--- src/rtl/sysbus_master.sv ---
module sysbus_master #(
  parameter int DW        = 64,
  parameter int BLK_BEATS = 4
) (
  input  logic          clk,
  input  logic          rst_n,
  input  logic          req_valid,
  output logic          req_ready,
  input  logic          req_write,
  input  logic          req_block,
  input  logic [2:0]    req_size,
  input  logic [DW-1:0] req_addr,
  input  logic          mode_half,
  input  logic [DW-1:0] wd_data,
  output logic          wd_take,
  output logic          rd_valid,
  output logic [DW-1:0] rd_data,
  output logic          rd_last,
  output logic [1:0]    rd_state,
  output logic          rd_perr,
  output logic [DW-1:0] ad_out,
  output logic [DW/8-1:0] adc_out,
  output logic          ad_oe,
  input  logic [DW-1:0] ad_in,
  input  logic [DW/8-1:0] adc_in,
  output logic [8:0]    cmd_out,
  output logic          cmd_par,
  output logic          cmd_oe,
  input  logic [8:0]    cmd_in,
  input  logic          rd_rdy_n,
  input  logic          wr_rdy_n,
  input  logic          ext_req_n,
  output logic          bus_rel_n
);
  localparam int NB = DW / 8;
  localparam int BW = (BLK_BEATS > 1) ? $clog2(BLK_BEATS) : 1;
  localparam logic [8:0] CMD_FILL = 9'h140;

  typedef enum logic [2:0] {S_IDLE, S_ADDR, S_WDAT, S_RDAT, S_REL, S_SLV} st_t;

  st_t           st_q;
  logic [DW-1:0] addr_q;
  logic          wr_q, blk_q, half_q, ph_q;
  logic [2:0]    size_q;
  logic [BW-1:0] bcnt_q;

  function automatic logic [NB-1:0] bpar(input logic [DW-1:0] d);
    for (int i = 0; i < NB; i++) bpar[i] = ^d[8*i +: 8];
  endfunction

  logic sel_rdy_n, last_beat, data_cyc, in_data;
  assign sel_rdy_n = wr_q ? wr_rdy_n : rd_rdy_n;
  assign last_beat = blk_q ? (bcnt_q == BW'(BLK_BEATS - 1)) : (bcnt_q == '0);
  assign data_cyc  = (st_q == S_WDAT) && !ph_q;
  assign in_data   = cmd_in[8] && !cmd_in[6];

  assign req_ready = (st_q == S_IDLE) && ext_req_n;
  assign bus_rel_n = (st_q != S_REL);
  assign ad_oe     = (st_q == S_ADDR) || (st_q == S_WDAT);
  assign cmd_oe    = ad_oe;
  assign wd_take   = data_cyc;

  always_comb begin
    ad_out  = '0;
    cmd_out = '0;
    if (st_q == S_ADDR) begin
      ad_out  = addr_q;
      cmd_out = {1'b0, 2'b00, wr_q, blk_q, 1'b0, blk_q ? 3'd0 : size_q};
    end else if (st_q == S_WDAT) begin
      if (data_cyc) begin
        ad_out  = wd_data;
        cmd_out = {1'b1, last_beat, 7'd0};
      end else begin
        cmd_out = CMD_FILL;
      end
    end
  end

  assign adc_out = bpar(ad_out);
  assign cmd_par = ^cmd_out;

  always_ff @(posedge clk) begin
    if (!rst_n) begin
      st_q   <= S_IDLE;
      addr_q <= '0;
      wr_q   <= 1'b0;
      blk_q  <= 1'b0;
      half_q <= 1'b0;
      ph_q   <= 1'b0;
      size_q <= '0;
      bcnt_q <= '0;
    end else begin
      unique case (st_q)
        S_IDLE: begin
          if (!ext_req_n) begin
            st_q <= S_REL;
          end else if (req_valid) begin
            st_q   <= S_ADDR;
            addr_q <= req_addr;
            wr_q   <= req_write;
            blk_q  <= req_block;
            size_q <= req_size;
            half_q <= mode_half;
            ph_q   <= 1'b0;
            bcnt_q <= '0;
          end
        end
        S_ADDR: if (!sel_rdy_n) st_q <= wr_q ? S_WDAT : S_RDAT;
        S_WDAT: begin
          if (ph_q) begin
            ph_q <= 1'b0;
          end else if (last_beat) begin
            st_q <= S_IDLE;
          end else begin
            bcnt_q <= bcnt_q + 1'b1;
            ph_q   <= half_q;
          end
        end
        S_RDAT: begin
          if (in_data) begin
            bcnt_q <= bcnt_q + 1'b1;
            if (last_beat) st_q <= S_IDLE;
          end
        end
        S_REL: st_q <= S_SLV;
        S_SLV: if (ext_req_n) st_q <= S_IDLE;
        default: st_q <= S_IDLE;
      endcase
    end
  end

  always_ff @(posedge clk) begin
    if (!rst_n) begin
      rd_valid <= 1'b0;
      rd_data  <= '0;
      rd_last  <= 1'b0;
      rd_state <= '0;
      rd_perr  <= 1'b0;
    end else begin
      rd_valid <= (st_q == S_RDAT) && in_data;
      if ((st_q == S_RDAT) && in_data) begin
        rd_data  <= ad_in;
        rd_last  <= cmd_in[7];
        rd_state <= cmd_in[4:3];
        rd_perr  <= (bpar(ad_in) != adc_in);
      end
    end
  end


  addr_hold_chk: assert property (@(posedge clk) disable iff (!rst_n)
    (st_q == S_ADDR && sel_rdy_n) |=> (st_q == S_ADDR && $stable(ad_out) && $stable(cmd_out)));


  beat_cmd_chk: assert property (@(posedge clk) disable iff (!rst_n)
    wd_take |-> (ad_oe && cmd_out[8] && !cmd_out[6]));


  half_gap_chk: assert property (@(posedge clk) disable iff (!rst_n)
    (wd_take && half_q && !last_beat) |=> (!wd_take && cmd_out == CMD_FILL));


  rel_pulse_chk: assert property (@(posedge clk) disable iff (!rst_n)
    !bus_rel_n |=> (bus_rel_n && !ad_oe && !cmd_oe));


  rel_cause_chk: assert property (@(posedge clk) disable iff (!rst_n)
    $fell(bus_rel_n) |-> $past(!ext_req_n));
endmodule

--- config.mk ---
export PLATFORM = sky130hd
export DESIGN_NAME = sysbus_master
export DESIGN_NICKNAME = d
export VERILOG_FILES = /design/src/rtl/sysbus_master.sv
export SDC_FILE = /design/constraint.sdc
export NUM_CORES = 1
export LEC_CHECK = 0
export BUFFER_PORTS_ARGS = -buffer_cell sky130_fd_sc_hd__buf_2
export CORE_MARGIN = 2
export CORE_UTILIZATION = 45
export CTS_BUF_LIST = sky130_fd_sc_hd__clkbuf_4 sky130_fd_sc_hd__clkbuf_8 sky130_fd_sc_hd__clkbuf_16
export CTS_CLUSTER_DIAMETER = 120
export DETAILED_ROUTE_END_ITERATION = 7
export GPL_ROUTABILITY_DRIVEN = 0
export GPL_TIMING_DRIVEN = 0
export PLACE_DENSITY = 0.73
export SYNTH_ARGS = -nofsm -noshare
export SYNTH_HDL_FRONTEND = slang
export SYNTH_SLANG_ARGS = --single-unit
--- constraint.sdc ---
create_clock -name clk -period 2 [get_ports clk]
set_input_delay 0.2 -clock clk [delete_from_list [all_inputs] [get_ports clk]]
set_output_delay 0.2 -clock clk [all_outputs]
set_load 0.01 [all_outputs]
==> results of run 1 <==
sequential cells by signal (all words and copies together), names as in the netlist, 2 cells and up:
register and flops:
bcnt_q 2, size_q 3, rd_state 2, addr_q 64
rd_data 64, st_q 3
path summary, 6_finish.rpt:
kind	depth (start not counted)	from	end	slack, ps
max reg2reg	8	st_q[1]	addr_q[56]	70
min reg2reg	2	addr_q[32]	addr_q[32]	450
max	9	st_q[0]	adc_out[6]	-470
min	3	req_addr[2]	addr_q[2]	7
placed cells by master, fill, tap and decap left out, drive strengths merged, types with 3 or more instances in the layout:
| cell type | count |
|---|---|
| a21oi | 68 |
| clkbuf | 68 |
| and3 | 6 |
| bufinv | 5 |
| nor3 | 3 |
| diode | 3 |
| xnor2 | 91 |
| xnor3 | 8 |
| o21ai | 4 |
| a31oi | 3 |
| a21boi | 141 |
| nand3b | 65 |
| clkinv | 3 |
| xor2 | 16 |
| inv | 7 |
| dlygate4sd3 | 6 |
| nand2 | 281 |
| buf | 463 |
| nand2b | 3 |
| dfxtp | 145 |
| mux2i | 3 |
| nor2b | 4 |
| nor2 | 8 |
| and2 | 5 |
| nand4bb | 64 |
per-layer routing:
layer | GRT usage [%] | part of all wire [%] | vias up | wire (um)
li1 | - | - | 4409 | -
met1 | 34.3 | 36 | 4349 | 12400
met2 | 56.7 | 50 | 502 | 17500
met3 | 7.70 | 8.8 | 102 | 3040
met4 | 16.3 | 4.9 | 0 | 1690
met5 | 0 | 0 | - | 0
what timing repair did:
action,in CTS,in global routing
pin swaps,36,44
resized for setup,91,111
gates cloned,0,2
hold endpoints to repair,6,0
hold buffers,6,0
buffers inserted,27,22
endpoints found under the setup margin,150,162
Yosys cell counts (2+ instances only):
master	instances	area [um2]
and3_1	6	37.5
ha_1	2	25.0
buf_4	10	75.1
buf_1	2	7.51
buf_6	4	45.0
nand3_1	2	10.0
nand4_1	2	12.5
nand4bb_1	64	721
xnor2_1	91	797
nor2b_1	4	25.0
clkbuf_1	51	191
a21boi_0	71	533
o21ai_0	4	20.0
buf_2	27	135
a21oi_2	55	482
nor3_1	3	15.0
a21oi_1	4	20.0
a31oi_1	3	18.8
nand3b_1	56	420
a21boi_1	70	526
xnor3_1	8	180
and2_1	5	31.3
nor2_1	8	30.0
dfxtp_1	145	2900
nand2_1	281	1050
nand2b_1	3	18.8
nand3b_4	8	160
xor2_1	16	140
a21oi_4	9	146
mux2i_1	3	30.0
inv_1	5	18.8
through the flow:
step	setup TNS [ps]	std cells	utilization (%)	power (uW)
2_1_floorplan	0	1037	-	6720
3_3_place_gp	-4480	1672	57.1	8470
3_5_place_dp	-6470	1672	57.1	8540
4_1_cts	-4920	1735	63.3	12700
5_1_grt	-7150	1757	66.1	14000
6_report	-5140	1759	66.1	13500
worst reg2reg max path, stage by stage, from the launching register on:
cell,delay (ps)
dfxtp_4,380
buf_8,160
buf_4,130
inv_1,120
and3_1,200
and2_2,310
clkbuf_4,300
nand2_1,140
a21boi_1,130
cell families (layout without fill, tap and decap cells):
logic type               count (synthesis)  after routing  share of synthesized area [%]
flip-flops                             145            145                           32.4
adder cells (fa/ha/maj)                  2              2                          0.279
buffers and inverters                  100            554                           5.50
AND/OR/NAND/NOR                        449            449                           28.9
AO/OA/AOI/OAI                          221            221                           20.0
multiplexers                             4              4                          0.460
other                                    1              4                         0.0418
XOR/XNOR                               115            115                           12.5
area by class of cell:
class | count | area (um2) | area share [%]
Antenna cell | 3 | 7.51 | 0.0581
Buffer | 92 | 716 | 5.54
Clock buffer | 20 | 454 | 3.52
Clock inverter | 12 | 205 | 1.59
Inverter | 5 | 21.3 | 0.165
Multi-Input combinational cell | 792 | 5790 | 44.9
Sequential cell | 145 | 2910 | 22.5
Tap cell | 265 | 332 | 2.57
Timing Repair Buffer | 425 | 2470 | 19.2
power groups by stage:
stage / Combinational [uW] / Sequential (uW) / Clock [uW]
2_1_floorplan: 3460 / 3260 / 0
3_3_place_gp: 5190 / 3280 / 0
3_5_place_dp: 5250 / 3290 / 0
4_1_cts: 5780 / 3250 / 3650
5_1_grt: 6900 / 3280 / 3780
6_report: 6580 / 3260 / 3630
==> metrics.csv, run 1 <==
metric,value,unit
switching part of the total,37.1,%
power density of the placed cells,1040,nW/um2
clock tree from TritonCTS,done,
half-perimeter wire length of the detailed placement result,26.2,mm
status,"finished, violations left",
Synth warnings,0,
smallest setup slack after layout,-473,ps
Finished Cell Area,12900,um2
total clock buffers created by CTS,17,
sequential cell area fraction in the yosys report,32.4,%
chip height,145,um
leakage power of the design,0.00556,uW
latest clock arrival within the worst-skew pair,430,ps
Arrival @ worst endpoint,2270,ps
stage delay of the slowest cell on the critical path,370,ps
type of the worst setup path,reg2out,
Final Routed Wirelength,34.7,mm
number of global-route vias before repair,9281,
upper clock frequency limit,404,MHz
largest clock skew in the final design,9.75,ps
top-level I/O count,377,
fill count,1658,
"CP delay by family, top",buffers and inverters,
remaining design rule violation count,0,
Starting Density,45.9,%
max-slew violation count,0,
"Async S/R FF share, synth",0,%
Startpoint Class,flip-flop,
critical path buffer and inverter count,4,
gr usage total,31.5,%
wire length of the first global-routing pass,51.4,mm
Worst-path clk slew,70,ps
clk root buf,clkbuf_16,
total setup violations reported at the end of the flow,28,
maximum level of the CTS H-tree,4,
primary flip-flop cell chosen by synthesis mapping,dfxtp_1,
final clock period utilization by the worst path,124,%
Comb power frac,48.8,%
endpoint type of the worst setup path,primary output,
remaining global-route overflow,0,
syn_nets,1260,
final critical-path required period,2470,ps
detailed-routing iteration count for the pre-antenna-repair pass,5,
proportion of power drawn by flip-flops and latches,24.2,%
Relative slew margins,49.7,%
area growth from synthesis to layout,44.0,%
total standard cell area after synthesis,8970,um2
pre-CTS setup slack,-331,ps
Core Region,19500,um2
maximum number of pins on one net before global-route repair,17,
failing checks,setup timing,
clock share of power,27.0,%
number of I/O port buffers,370,
type of the tightest min-delay check,in2reg,
area of placed instances,11200,um2
Num Clock Sinks,145,
DRT antenna net count,0,
average wire length per cell after detail routing,19.7,um
RSZ-0062 raised after global routing,yes,
cell breakdown of the critical path,buf_8 > buf_12 > buf_6 > nand3b_1 > a21oi_2 > xnor2_1 > xnor2_1 > xnor2_1 > buf_2,
internal power of the cells,8470,uW
Mapped Avg Cell Area,8.65,um2
slowest library cell on the worst path,dfxtp_4,
Rows,51,
"Hold Violations, Final",0,
number of buffers between clock root and the deepest sink,2,
largest fanout on the critical path,10,
initial antenna violation count,3,
width of the die,145,um
endpoint required time on the critical path,1800,ps
share of post-route cells with drive strength above 1,42.3,%
number of flops mapped to enable cells by yosys,0,
routed via count,9362,
Worst IR Drop VDD,0.726,mV
nets@finish,1701,
max capacitance violation total,0,
vias per cell,5.32,
"most used cell, CP",xnor2_1,
Syn Inst Count,1037,
number of distinct library cells after synthesis,46,
synthesis-stage register bit count,145,
measured slew at the worst slew-check pin,755,ps
Die Outline Area,21100,um2
sw power,5000,uW
minimum hold slack,7.26,ps
First DRT Iteration DRCs,426,
No activity file was read; power rests on OpenSTA's default activity.
==> inputs of run 2 (changes only) <==
Settings changed: CORE_AREA set to 2 2 147 149, CORE_MARGIN 2 to unset, CORE_UTILIZATION 45 to unset, DIE_AREA set to 0 0 149 151, PLACE_DENSITY 0.73 to 0.7.
==> metrics.csv, run 2 (synthesis results as in run 1) <==
metric,value,unit
status,"finished, violations left",
failing checks,setup timing,
half-perimeter wire length of the detailed placement result,26.7,mm
Starting Density,43.1,%
leakage power of the design,0.00543,uW
final critical-path required period,2400,ps
average wire length per cell after detail routing,20.0,um
post-route non-filler standard cell count,1754,
Arrival @ worst endpoint,2200,ps
number of global-route vias before repair,9130,
initial antenna violation count,2,
share of post-route cells with drive strength above 1,41.8,%
remaining global-route overflow,0,
Worst IR Drop VDD,0.647,mV
total clock buffers created by CTS,17,
First DRT Iteration DRCs,439,
clock tree from TritonCTS,done,
maximum number of pins on one net before global-route repair,17,
detailed-routing iteration count for the pre-antenna-repair pass,7,
total setup violations reported at the end of the flow,18,
Startpoint Class,flip-flop,
RSZ-0062 raised after global routing,yes,
nets@finish,1686,
measured slew at the worst slew-check pin,575,ps
Design Power,13000,uW
Rows,53,
latest clock arrival within the worst-skew pair,430,ps
clk root buf,clkbuf_16,
number of buffers between clock root and the deepest sink,2,
Final Routed Wirelength,35.1,mm
type of the tightest min-delay check,in2reg,
final clock period utilization by the worst path,120,%
placed cells,1682,
most common library cell in the layout ignoring fill and taps,buf_2,
smallest setup slack after layout,-401,ps
DRT antenna net count,0,
Num Clock Sinks,145,
type of the worst setup path,reg2out,
vias per cell,5.29,
endpoint type of the worst setup path,primary output,
largest registers ranked by flip-flop count,"addr_q x64, rd_data x64",
largest clock skew in the final design,15.2,ps
upper clock frequency limit,416,MHz
Worst-path clk slew,70,ps
largest fanout on the critical path,10,
Relative slew margins,61.7,%
chip height,151,um
remaining design rule violation count,0,
Core Region,20800,um2
area of placed instances,11200,um2
Die Outline Area,22500,um2
Finished Cell Area,12700,um2
max capacitance violation total,0,
utilization of the core after routing,61.2,%
number of I/O port buffers,370,
width of the die,149,um
gr usage total,30.0,%
"commonest non-fill, non-tap cells in the layout","buf_2 (380), nand2_1 (279), dfxtp_1 (143), xnor2_1 (81), a21boi_0 (71)",
routed via count,9282,
area growth from synthesis to layout,42.2,%
endpoint required time on the critical path,1800,ps
max-slew violation count,0,
wire length of the first global-routing pass,50.8,mm
"Hold Violations, Final",0,
maximum level of the CTS H-tree,4,
top-level I/O count,377,
power density of the placed cells,1020,nW/um2
## run 2: cell types whose count changed in the layout (fill, tap and decap cells not counted), sizes merged
cell / before / now
buf: 463 / 444
bufinv: 5 / 2
clkbuf: 68 / 70
clkinv: 3 / 4
clkinvlp: 2 / 1
dlygate4sd3: 6 / 7
inv: 7 / 11
## run 2: layer usage
metal / wire length, um / track usage (%)
met3: 3030 / 7.17
met1: 13100 / 33.4
met4: 1590 / 15.6
met2: 17400 / 53.2
met5: 0 / 0
## run 2: layout make-up
class	instances	area (um2)
fillers	1849	8080
multi-input cells	792	5830
flip-flops and latches	145	2910
repair buffers	410	2290
plain buffers	92	743
clock buffers	19	447
well taps	275	344
clock inverters	13	150
inverters	5	18.8
diodes	3	7.51
## run 2: timing repair
action / CTS / global route
cloned: 0 / 3
pin swaps: 32 / 35
endpoints found under the hold margin: 7 / 0
resized for setup: 108 / 54
buffers inserted: 20 / 11
endpoints found under the setup margin: 157 / 112
hold buffers: 7 / 0
## run 2: power breakdown
group / internal [uW] / total [uW] / switching [uW]
Combinational: 2990 / 6510 / 3520
Sequential: 3100 / 3250 / 151
Clock: 1910 / 3280 / 1360
Total: 8010 / 13000 / 5030
## run 2: metrics by stage
| step | hold WS (ps) | TNS (ps) | worst slack (ps) |
|---|---|---|---|
| 3_3_place_gp | 441 | -18060 | -468 |
| 5_1_grt | 10.4 | -5620 | -481 |
| 3_5_place_dp | 446 | -19200 | -461 |
| 4_1_cts | 0.717 | -4060 | -417 |
| 2_1_floorplan | 335 | 0 | 188 |
| 6_report | 14.1 | -3860 | -401 |
## run 2: path summary, 6_finish.rpt
kind | startpoint | to | slack, ps | cells after the start
setup / recovery | st_q[0] | adc_out[6] | -400 | 9
hold reg to reg | addr_q[60] | addr_q[60] | 450 | 2
hold / removal | req_addr[50] | addr_q[50] | 10 | 3
setup reg to reg | st_q[0] | st_q[1] | 110 | 8
## run 2: worst max-delay path, stage by stage, from the launching register on
cell	delay [ps]
dfxtp_4	370
buf_8	130
buf_12	130
buf_12	170
nand3b_4	100
a21oi_4	190
xor2_2	190
xnor2_1	150
xnor2_1	160
buf_2	160
==> inputs of run 3 (changes only) <==
Settings changed: CAP_MARGIN set to 20, CTS_BUF_LIST sky130_fd_sc_hd__clkbuf_4 sky130_fd_sc_hd__clkbuf_8 sky130_fd_sc_hd__clkbuf_16 to sky130_fd_sc_hd__clkbuf_8 sky130_fd_sc_hd__clkbuf_16.
==> metrics.csv, run 3 (synthesis results as in run 1) <==
metric,value,unit
final clock period utilization by the worst path,121,%
worst r2r path cells,8,
measured slew at the worst slew-check pin,575,ps
type of the worst setup path,reg2out,
number of buffers between clock root and the deepest sink,2,
Rows,53,
largest fanout on the critical path,10,
total setup violations reported at the end of the flow,19,
endpoint with the worst hold slack,addr_q[47],
Arrival @ worst endpoint,2210,ps
area of placed instances,11200,um2
Num Clock Sinks,145,
share of post-route cells with drive strength above 1,41.7,%
cell breakdown of the critical path,buf_8 > buf_12 > buf_12 > nand3b_4 > a21oi_4 > xor2_2 > xnor2_1 > xnor2_1 > buf_2,
total clock buffers created by CTS,17,
type of the tightest min-delay check,in2reg,
First DRT Iteration DRCs,462,
remaining design rule violation count,0,
"Hold Violations, Final",0,
pre-CTS setup slack,-461,ps
post-route non-filler standard cell count,1753,
largest clock skew in the final design,15.3,ps
stage delay of the slowest cell on the critical path,370,ps
Worst IR Drop VDD,0.646,mV
Finished Cell Area,12700,um2
wire length of the first global-routing pass,50.8,mm
clk root buf,clkbuf_16,
most common library cell in the layout ignoring fill and taps,buf_2,
chip height,151,um
Worst-path clk slew,70,ps
vias per cell,5.34,
slowest library cell on the worst path,dfxtp_4,
number of global-route vias before repair,9130,
Die Outline Area,22500,um2
met2 global-route usage,53.3,%
leakage power of the design,0.00543,uW
worst hold path startpoint,req_addr[47],
remaining global-route overflow,0,
width of the die,149,um
busiest grt layer,met2,
max capacitance violation total,0,
smallest setup slack after layout,-415,ps
upper clock frequency limit,414,MHz
Starting Density,43.1,%
area growth from synthesis to layout,41.8,%
gr usage total,30.0,%
met3 Track Usage GR,7.17,%
final critical-path required period,2410,ps
"CP delay by family, top",buffers and inverters,
number of I/O port buffers,370,
maximum number of pins on one net before global-route repair,17,
GRT met1 Usage,33.5,%
Design Power,13000,uW
largest registers ranked by flip-flop count,"addr_q x64, rd_data x64",
R2R setup slack,120,ps
DRT antenna net count,0,
maximum level of the CTS H-tree,4,
top-level I/O count,377,
"commonest non-fill, non-tap cells in the layout","buf_2 (382), nand2_1 (279), dfxtp_1 (143), xnor2_1 (81), a21boi_0 (71)",
failing checks,setup timing,
minimum hold slack,13.2,ps
startpoint of the lowest-slack register-to-register path,st_q[0],
status,"finished, violations left",
half-perimeter wire length of the detailed placement result,26.7,mm
clock tree from TritonCTS,done,
latest clock arrival within the worst-skew pair,430,ps
endpoint required time on the critical path,1800,ps
Hold Path Cell Cnt,3,
max-slew violation count,0,
Core Region,20800,um2
endpoint type of the worst setup path,primary output,
nets@finish,1686,
Relative slew margins,61.7,%
critical path buffer and inverter count,4,
initial antenna violation count,2,
RSZ-0062 raised after global routing,yes,
routed via count,9358,
placed cells,1682,
Reg-to-Reg End,st_q[1],
power density of the placed cells,1020,nW/um2
detailed-routing iteration count for the pre-antenna-repair pass,5,
Final Routed Wirelength,35.2,mm
average wire length per cell after detail routing,20.1,um
Startpoint Class,flip-flop,
==> run 3: changes by cell type in the layout (fill, tap and decap cells not counted) <==
cell       previous run  this run
buf_4                34        35
a21oi_2              53        52
buf_2               380       382
nand4bb_4             4         3
inv_1                 5         6
diode_2               3         2
buf_6                16        13
a21oi_4              13        14
nand4bb_1            60        61
clkbuf_4              8         7
==> run 3: per-stage QoR <==
step / utilization, % / setup TNS, ps
after floorplan: - / 0
after global placement: 53.6 / -18060
after detailed placement: 53.6 / -19200
after CTS: 59.3 / -4060
after global routing: 61.0 / -5650
final: 61.1 / -3990
==> run 3: how the worst max path moves through the flow <==
stage,start,endpoint,slack [ps],depth (start not counted)
after floorplan,st_q[1],adc_out[5],190,8
after CTS,st_q[0],adc_out[0],-420,9
after global placement,st_q[0],adc_out[5],-470,8
after detailed placement,st_q[0],adc_out[5],-460,8
after global routing,st_q[2],adc_out[4],-480,7
final,st_q[0],adc_out[6],-410,9
==> run 3: power by group <==
part / switching (uW) / internal [uW] / leakage (uW)
sequential: 151 / 3100 / 0.00118
clock: 1360 / 1890 / 0.000295
combinational: 3520 / 2970 / 0.00396
==> run 3: area by class of cell <==
type / instances / area [um2]
fill: 1856 / 8110
antenna: 2 / 5.00
tap: 275 / 344
sequential: 145 / 2910
timing repair buffer: 410 / 2280
buffer: 92 / 743
multi-input combinational: 792 / 5820
clock buffer: 18 / 439
clock inverter: 14 / 154
inverter: 5 / 18.8
==> run 3: metal layers <==
| layer | routed length [um] | part of all wire, % | up-vias |
|---|---|---|---|
| met4 | 1600 | 4.5 | 0 |
| met3 | 2910 | 8.3 | 103 |
| li1 | - | - | 4367 |
| met1 | 13200 | 38 | 4416 |
| met2 | 17400 | 50 | 472 |
| met5 | 0 | 0 | - |
==> run 3: tightest hold or removal path, delay by kind of cell <==
family / cells / cell delay, ps
compound gates: 1 / 50
simple gates: 1 / 50
buf+inv: 1 / 100
==> run 3: repair_timing <==
item                                   in CTS  in global routing
setup buffers                              20                 11
endpoints found under the hold margin       7                  0
cloned                                      0                  3
setup endpoints to repair                 157                113
hold buffers                                7                  0
pin swaps                                  32                 35
gates resized for setup                   108                 49
